<file path="src/rtl/gpio_pulse_pkg.sv">
package gpio_pulse_pkg;

    localparam int unsigned REG_AW = 3;

    typedef enum logic [REG_AW-1:0] {
        REG_DIR = 3'd0,
        REG_OUT = 3'd1,
        REG_IN  = 3'd2,
        REG_SEL = 3'd3,
        REG_LEN = 3'd4,
        REG_CMD = 3'd5
    } reg_addr_e;

endpackage

</file>
<file path="src/rtl/gpio_in_sync.sv">
module gpio_in_sync #(
    parameter int unsigned W = 24
) (
    input  logic         clk,
    input  logic         rst_n,
    input  logic [W-1:0] async_i,
    output logic [W-1:0] sync_o
);

    typedef struct packed {
        logic [W-1:0] meta;
        logic [W-1:0] stable;
    } sync_t;

    sync_t d, q;

    always_comb begin
        d        = q;
        d.meta   = async_i;
        d.stable = q.meta;
    end

    always_ff @(posedge clk or negedge rst_n) begin
        if (!rst_n) q <= '0;
        else        q <= d;
    end

    assign sync_o = q.stable;

endmodule

</file>
<file path="src/rtl/gpio_pulse_gen.sv">
module gpio_pulse_gen #(
    parameter int unsigned LEN_W = 20,
    parameter int unsigned NP    = 8
) (
    input  logic             clk,
    input  logic             rst_n,
    input  logic             start_i,
    input  logic [LEN_W-1:0] len_i,
    input  logic [NP-1:0]    sel_i,
    output logic             busy_o,
    output logic [NP-1:0]    fire_o,
    output logic [LEN_W-1:0] cnt_o
);

    typedef struct packed {
        logic [LEN_W-1:0] cnt;
        logic [NP-1:0]    run;
    } pg_t;

    pg_t d, q;

    always_comb begin
        d = q;
        if (q.cnt != '0) begin
            d.cnt = q.cnt - 1'b1;
        end else if (start_i) begin
            d.cnt = len_i;
            d.run = sel_i;
        end
    end

    always_ff @(posedge clk or negedge rst_n) begin
        if (!rst_n) q <= '0;
        else        q <= d;
    end

    assign busy_o = (q.cnt != '0);
    assign fire_o = busy_o ? q.run : '0;
    assign cnt_o  = q.cnt;

endmodule

</file>
<file path="src/rtl/gpio_pulse24.sv">
module gpio_pulse24
    import gpio_pulse_pkg::*;
#(
    parameter int unsigned NCH    = 24,
    parameter int unsigned NPULSE = 8,
    parameter int unsigned LEN_W  = 20,
    parameter int unsigned DW     = 32
) (
    input  logic              clk,
    input  logic              rst_n,
    input  logic              bus_we,
    input  logic [REG_AW-1:0] bus_addr,
    input  logic [DW-1:0]     bus_wdata,
    output logic [DW-1:0]     bus_rdata,
    input  logic [NCH-1:0]    pad_in,
    output logic [NCH-1:0]    pad_out,
    output logic [NCH-1:0]    pad_oe
);

    typedef struct packed {
        logic [NCH-1:0]    dir;
        logic [NCH-1:0]    outv;
        logic [NPULSE-1:0] sel;
        logic [LEN_W-1:0]  len;
    } regs_t;

    regs_t d, q;

    logic                start_cmd;
    logic                pulse_busy;
    logic [NPULSE-1:0]   pulse_fire;
    logic [LEN_W-1:0]    pulse_cnt;
    logic [NCH-1:0]      in_sync;
    logic [LEN_W-1:0]    len_w;
    logic [NPULSE-1:0]   sel_w;

    assign start_cmd = bus_we && (bus_addr == REG_CMD) && bus_wdata[0];
    assign len_w     = q.len;
    assign sel_w     = q.sel;

    always_comb begin
        d = q;
        if (bus_we) begin
            case (bus_addr)
                REG_DIR: d.dir  = bus_wdata[NCH-1:0];
                REG_OUT: d.outv = bus_wdata[NCH-1:0];
                REG_SEL: d.sel  = bus_wdata[NPULSE-1:0];
                REG_LEN: d.len  = bus_wdata[LEN_W-1:0];
                default: ;
            endcase
        end
    end

    always_ff @(posedge clk or negedge rst_n) begin
        if (!rst_n) q <= '0;
        else        q <= d;
    end

    gpio_in_sync #(.W(NCH)) u_sync (
        .clk     (clk),
        .rst_n   (rst_n),
        .async_i (pad_in),
        .sync_o  (in_sync)
    );

    gpio_pulse_gen #(.LEN_W(LEN_W), .NP(NPULSE)) u_pulse (
        .clk     (clk),
        .rst_n   (rst_n),
        .start_i (start_cmd),
        .len_i   (q.len),
        .sel_i   (q.sel),
        .busy_o  (pulse_busy),
        .fire_o  (pulse_fire),
        .cnt_o   (pulse_cnt)
    );

    for (genvar i = 0; i < NCH; i++) begin : g_pad
        if (i < NPULSE) begin : g_pulse_ch
            assign pad_oe[i]  = q.sel[i] | q.dir[i];
            assign pad_out[i] = q.sel[i] ? pulse_fire[i] : q.outv[i];
        end else begin : g_plain_ch
            assign pad_oe[i]  = q.dir[i];
            assign pad_out[i] = q.outv[i];
        end
    end

    always_comb begin
        bus_rdata = '0;
        case (bus_addr)
            REG_DIR: bus_rdata = DW'(q.dir);
            REG_OUT: bus_rdata = DW'(q.outv);
            REG_IN:  bus_rdata = DW'(in_sync);
            REG_SEL: bus_rdata = DW'(q.sel);
            REG_LEN: bus_rdata = DW'(q.len);
            REG_CMD: bus_rdata = DW'(pulse_busy);
            default: bus_rdata = '0;
        endcase
    end

endmodule

</file>
<file path="config.mk">
export PLATFORM = sky130hd
export DESIGN_NAME = gpio_pulse24
export DESIGN_NICKNAME = d
export VERILOG_FILES = /design/src/rtl/gpio_pulse_pkg.sv /design/src/rtl/gpio_in_sync.sv /design/src/rtl/gpio_pulse_gen.sv /design/src/rtl/gpio_pulse24.sv
export SDC_FILE = /design/constraint.sdc
export NUM_CORES = 1
export LEC_CHECK = 0
export ABC_AREA = 0
export BUFFER_PORTS_ARGS = -buffer_cell sky130_fd_sc_hd__buf_2
export CAP_MARGIN = 0
export CORE_MARGIN = 4
export CORE_UTILIZATION = 51
export CTS_BUF_LIST = sky130_fd_sc_hd__clkbuf_8
export DETAILED_ROUTE_END_ITERATION = 7
export PLACE_DENSITY = 0.75
export SLEW_MARGIN = 30
export SYNTH_ARGS = -nofsm -noshare
export SYNTH_HDL_FRONTEND = slang
export SYNTH_SLANG_ARGS = --single-unit
</file>
<file path="constraint.sdc">
create_clock -name clk -period 2.3 [get_ports clk]
set_input_delay 0.23 -clock clk [delete_from_list [all_inputs] [get_ports clk]]
set_output_delay 0.23 -clock clk [all_outputs]
set_load 0.005 [all_outputs]
</file>
## Word level (Yosys, flattened, before mapping)

Cells that the tools add are included.

- Register bits: 152
- Input bits: 62
- Output and inout bits: 80
- Logic and storage cells: 45

- Add/sub/neg operators: 1
- Equal/unequal tests: 5
- Muxes and demuxes: 12
- Bitwise operators: 9
- Reduce and logical (&&, ||, !) cells: 10

Operators with widths:

| operator | count |
|---|---|
| $pmux W24 S6 | 1 |
| $mux W28 | 1 |
| $mux W20 | 1 |
| $reduce_bool A20 Y1 | 1 |
| $sub A20 B1 Y20 const B | 1 |
| $reduce_and A2 Y1 | 5 |
| $mux W1 | 8 |
| $mux W8 | 1 |
| $or A1 B1 Y1 | 8 |
| $eq A3 B2 Y1 const B | 2 |
| $eq A3 B3 Y1 const B | 2 |
| $eq A3 B1 Y1 const B | 1 |
| $logic_not A3 Y1 | 1 |
| $logic_and A1 B1 Y1 | 2 |
| $reduce_bool A2 Y1 | 1 |
| $not A1 Y1 | 1 |

## Logic depth before layout (Yosys ltp)

- Depth in word-level cells: 5
- Gate-level depth with buffers: 8
- Depth with buffers taken out: 6

## Hierarchy

From an unflattened synthesis, not the netlist that was laid out.

- Cell total of the unflattened synthesis: 548
- Area, all modules: 7,143.1 µm²

Modules (own cells, without submodules):

| module | times used | cells each | area each (µm²) | seq. area each (µm²) |
|---|---|---|---|---|
| gpio_pulse24 | 1 | 334 | 4,284.1 | 1,901.8 |
| gpio_pulse_gen | 1 | 166 | 1,657.8 | 700.7 |
| gpio_in_sync | 1 | 48 | 1,201.2 | 1,201.2 |

## Worst setup path after synthesis

OpenSTA, ideal clock, no wires.

- Path type: reg2reg
- Start: register u_pulse.q (netlist bit u_pulse.cnt_o[0])
- End: register u_pulse.q[7] in the netlist's numbering
- Arrival: 2.154 ns
- Data required time: 2.175 ns
- Slack: 0.022 ns
- Cell stages (with the launch flop): 8
- Buffers on the path: 1
- Period minus slack after synthesis: 2.278 ns
- Path through: dfrtp_1 -> inv_1 -> ha_1 -> or4b_1 -> nor4_2 -> and3_1 -> buf_2 -> mux2_2

- Longest elaborated chain between the ends: 3

Ends and longest elaborated chain:

| element | RTL line | text |
|---|---|---|
| from (decl) | gpio_pulse_gen.sv:20 | `pg_t d, q;` |
| from (signal assigned) | gpio_pulse_gen.sv:33 | `if (!rst_n) q <= '0;` |
| from (signal assigned) | gpio_pulse_gen.sv:34 | `else q <= d;` |
| $reduce_bool A20 Y1 | gpio_pulse_gen.sv:24 | `if (q.cnt != '0) begin` |
| $not A1 Y1 (no line) | - |  |
| $reduce_and A2 Y1 (no line) | - |  |

No other way between the ends.
A chain may end at the register's enable or synchronous reset.

## Worst setup path after layout

- Start: register u_pulse.q (netlist bit u_pulse.cnt_o[1])
- End: output port bus_rdata[0]

- Longest elaborated chain between the ends: 2

Ends and longest elaborated chain:

| element | RTL line | text |
|---|---|---|
| $reduce_bool A20 Y1 | gpio_pulse_gen.sv:37 | `assign busy_o = (q.cnt != '0);` |
| $pmux W24 S6 | gpio_pulse24.sv:89 | `case (bus_addr)` |
| to (decl) | gpio_pulse24.sv:14 | `output logic [DW-1:0] bus_rdata,` |

No other way between the ends.

==> flow_summary.toml <==
[outcome]
run_status = "complete, but fails checks"
violations = "negative setup slack"

[clock_network]
clockRootBuffer = "sky130_fd_sc_hd__clkbuf_8"
clk-insertion-delay-late_ps = 440
cts-htree-levels = 4
cts_tree = "yes"
cts_made_buffers = 17
cts.path.max_buffers = 2
path_clk_slew_ps = 80
cts_num_sinks = 152

[timing]
unrepaired_setup_endpoints_after_global_routing = "yes"
layout_worst_path_cycle_share = 1.09
timing.final.ws_setup_ps = -217
slew_viol_final = 0
timing.fmax_mhz = 397
timing.max_slew.rel_slack = 0.567
hold_violations = 0
setup_violators_final = 9
tightestPinTransition_ps = 649
clock-skew-final_ps = 6.65
hold_slack_ps = 27.1
period_needed_ps = 2520
fin_tns_setup_ps = -1690

[layout]
area_delta_synth_final_pct = 23.1
diodes = 0
final_area_um2 = 8400
share_of_post_route_cells_with_drive_strength_above_1 = 0.412
layout_common_cells = "sky130_fd_sc_hd__dfrtp_1 (152), sky130_fd_sc_hd__buf_2 (123), sky130_fd_sc_hd__mux2_2 (72)"
num-nets-final = 784
final_common_cell = "sky130_fd_sc_hd__dfrtp_1"

[global_routing]
gr-total-overflow = 0
maximum_number_of_pins_on_one_net_before_global_route_repair = 70
grt_use_total = 0.226
grt_pass1_wl_um = 26600
vias_in_the_first_global_route = 5192
grt_antenna_before_repair = 0

[die]
initial_core_util = 0.530
die_area_um2 = 15300
die_x_extent_um = 124
floorplan.core_area_um2 = 12900
die_y_um = 124
top_level_ports = 142
fp-row-count = 41

[yosys]
synth_async_sr_flop_share = 1.00
synth_edf_count = 0
post-synth-top-area-fraction = 0.557
netlist.top_cell.by_area = "sky130_fd_sc_hd__dfrtp_1"
cell_count_after_synthesis = 579
synth.cell_area_um2 = 6820
synth_sequential_area_ratio = 0.557
synth.yosys.warnings = 0
synth.avg_cell_area_um2 = 11.8
netlist_top_cells_area = "sky130_fd_sc_hd__dfrtp_1 (56%), sky130_fd_sc_hd__mux2_2 (12%), sky130_fd_sc_hd__buf_4 (4.4%)"
number_of_register_bits_inferred_by_synthesis = 152
ys_dominant_reg_cell = "sky130_fd_sc_hd__dfrtp_1"
synth.lib_cells_used.distinct = 48

[hold_path]
hold-path-endpoint = "pad_out[22]"
worst_hold_path.num_cells = 2
worst_hold_startpoint = "bus_wdata[22]"
holdCritPathClass = "in2reg"

[pwr]
leakagePower_nw = 3.81
power_per_cell_area_nw_per_um2 = 800
vdd_drop_max_uv = 433

[job]
cap_viol_max_count = 0

[worst_setup_path]
timing.critical_path.fanout_max = 2
crit_chain = "inv_2 -> ha_4 -> or4b_4 -> buf_6 -> nor2_4 -> a311oi_2 -> mux2_4 -> buf_6"
timing.setup.critical_path_class = "reg2out"
worst_path_largest_cell_delay_ps = 490
worstReg2RegStart = "u_pulse.cnt_o[1]"
setup.worst_path.end_class = "output pin"
worstSetupStartpointType = "flip-flop"
required_ps = 2070
rrSetupSlack_ps = 90
r2r_cells = 8
slowest_stage = "sky130_fd_sc_hd__or4b_4"
timing.critical_path.mode_cell = "sky130_fd_sc_hd__buf_6"
critical_path_arrival_ps = 2290
worst_r2r_endpoint = "u_pulse.q[7]"

[place]
hpwl_um = 11500
detailed_place.area_um2 = 7580
globalplace.congestion = 0.872
io_buffers = 125

[detailed_routing]
dr.pass1.iters = 5
drt.antenna.violating_nets = 0
routed_wirelength_um = 16300
post-route-drc-count = 0
via_count = 4921
drt-initial-drc-count = 372
drt_via_density = 5.44
routedWlPerCell_um = 18.0
[stage by stage]
stage               instances  setup WS [ps]  power, mW  utilization
global placement          843           19.1       4.49        0.589
detailed placement        843          -41.6       4.56        0.589
finish                    905           -217       6.72        0.652
CTS                       904           -229       6.75        0.650
floorplan                 586           21.6       4.11            -
global route              905           -303       7.06        0.652
[critical path: cells and delay by family, from the launching register on]
kind,cells,cell delay [ps]
AO/OA/AOI/OAI,1,110
adder cells (fa/ha/maj),1,120
AND/OR/NAND/NOR,2,590
multiplexers,1,280
flip-flops,1,390
buffers and inverters,3,340
[cells in the mapped netlist (2+ instances only)]
cell	number
sky130_fd_sc_hd__buf_2	6
sky130_fd_sc_hd__dfrtp_1	152
sky130_fd_sc_hd__a211oi_1	5
sky130_fd_sc_hd__o22ai_1	8
sky130_fd_sc_hd__mux4_2	8
sky130_fd_sc_hd__o211ai_1	2
sky130_fd_sc_hd__nor2_1	28
sky130_fd_sc_hd__mux2_2	73
sky130_fd_sc_hd__nand4_1	4
sky130_fd_sc_hd__nand3_1	5
sky130_fd_sc_hd__clkbuf_1	24
sky130_fd_sc_hd__o31ai_1	2
sky130_fd_sc_hd__inv_1	17
sky130_fd_sc_hd__nor3_1	9
sky130_fd_sc_hd__or4_1	4
sky130_fd_sc_hd__o21ai_0	40
sky130_fd_sc_hd__nor4_1	3
sky130_fd_sc_hd__or3_1	6
sky130_fd_sc_hd__a2111oi_0	2
sky130_fd_sc_hd__buf_4	40
sky130_fd_sc_hd__buf_1	2
sky130_fd_sc_hd__and2_1	4
sky130_fd_sc_hd__a21oi_1	26
sky130_fd_sc_hd__nand2_1	45
sky130_fd_sc_hd__a41oi_1	4
sky130_fd_sc_hd__nor2b_1	2
sky130_fd_sc_hd__mux2i_1	19
sky130_fd_sc_hd__mux2_1	7
sky130_fd_sc_hd__xnor2_1	3
sky130_fd_sc_hd__or2_2	9
sky130_fd_sc_hd__a22oi_1	3
[sequential cells by signal, indices dropped and copies added (netlist names)]
signal / cells
u_pulse.q: 8
pad_oe: 16
u_sync.d: 24
u_pulse.cnt_o: 20
pad_out: 16
sel_w: 8
len_w: 20
q: 16
u_sync.sync_o: 24
[cell families after synthesis]
family,Yosys count,share of synthesized area
AO/OA/AOI/OAI,95,0.0810
XOR/XNOR,3,0.00385
adder cells (fa/ha/maj),1,0.00183
buffers and inverters,89,0.0721
flip-flops,152,0.557
multiplexers,107,0.186
other,1,0.000550
AND/OR/NAND/NOR,131,0.0970
[how the worst max path moves through the flow]
stage / end / slack (ps) / startpoint
6_report: bus_rdata[0] / -220 / u_pulse.cnt_o[1]
5_1_grt: bus_rdata[0] / -300 / u_pulse.cnt_o[1]
4_1_cts: bus_rdata[0] / -230 / u_pulse.cnt_o[0]
3_5_place_dp: u_pulse.q[5] / -40 / u_pulse.cnt_o[1]
3_3_place_gp: u_pulse.q[7] / 20 / u_pulse.cnt_o[1]
2_1_floorplan: u_pulse.q[7] / 20 / u_pulse.cnt_o[0]
[report_power, final]
part / internal [mW] / switching [mW] / total [mW]
clock network: 1.20 / 0.945 / 2.15
registers: 3.05 / 0.296 / 3.35
logic: 0.678 / 0.551 / 1.23
[routing by layer]
metal	wire length, um	vias up	track usage
met5	0	-	0
met4	212	0	0.0692
met3	772	16	0.0536
met2	8330	113	0.375
met1	6940	2522	0.296
li1	-	2270	-
[final cells by class]
type / instances / area, um^2
clock buffers: 22 / 303
multi-input cells: 345 / 2660
flip-flops and latches: 152 / 3800
clock inverters: 9 / 123
fillers: 999 / 4480
repair buffers: 188 / 1230
inverters: 17 / 63.8
well taps: 172 / 215
[timing repair]
action / 4_1_cts / 5_1_grt
pin swaps: 6 / 2
buffers inserted: 5 / 1
hold buffers: 25 / 0
endpoints found under the hold margin: 91 / 0
setup endpoints to repair: 17 / 12
resized for setup: 17 / 4
No activity file was read; power rests on OpenSTA's default activity.
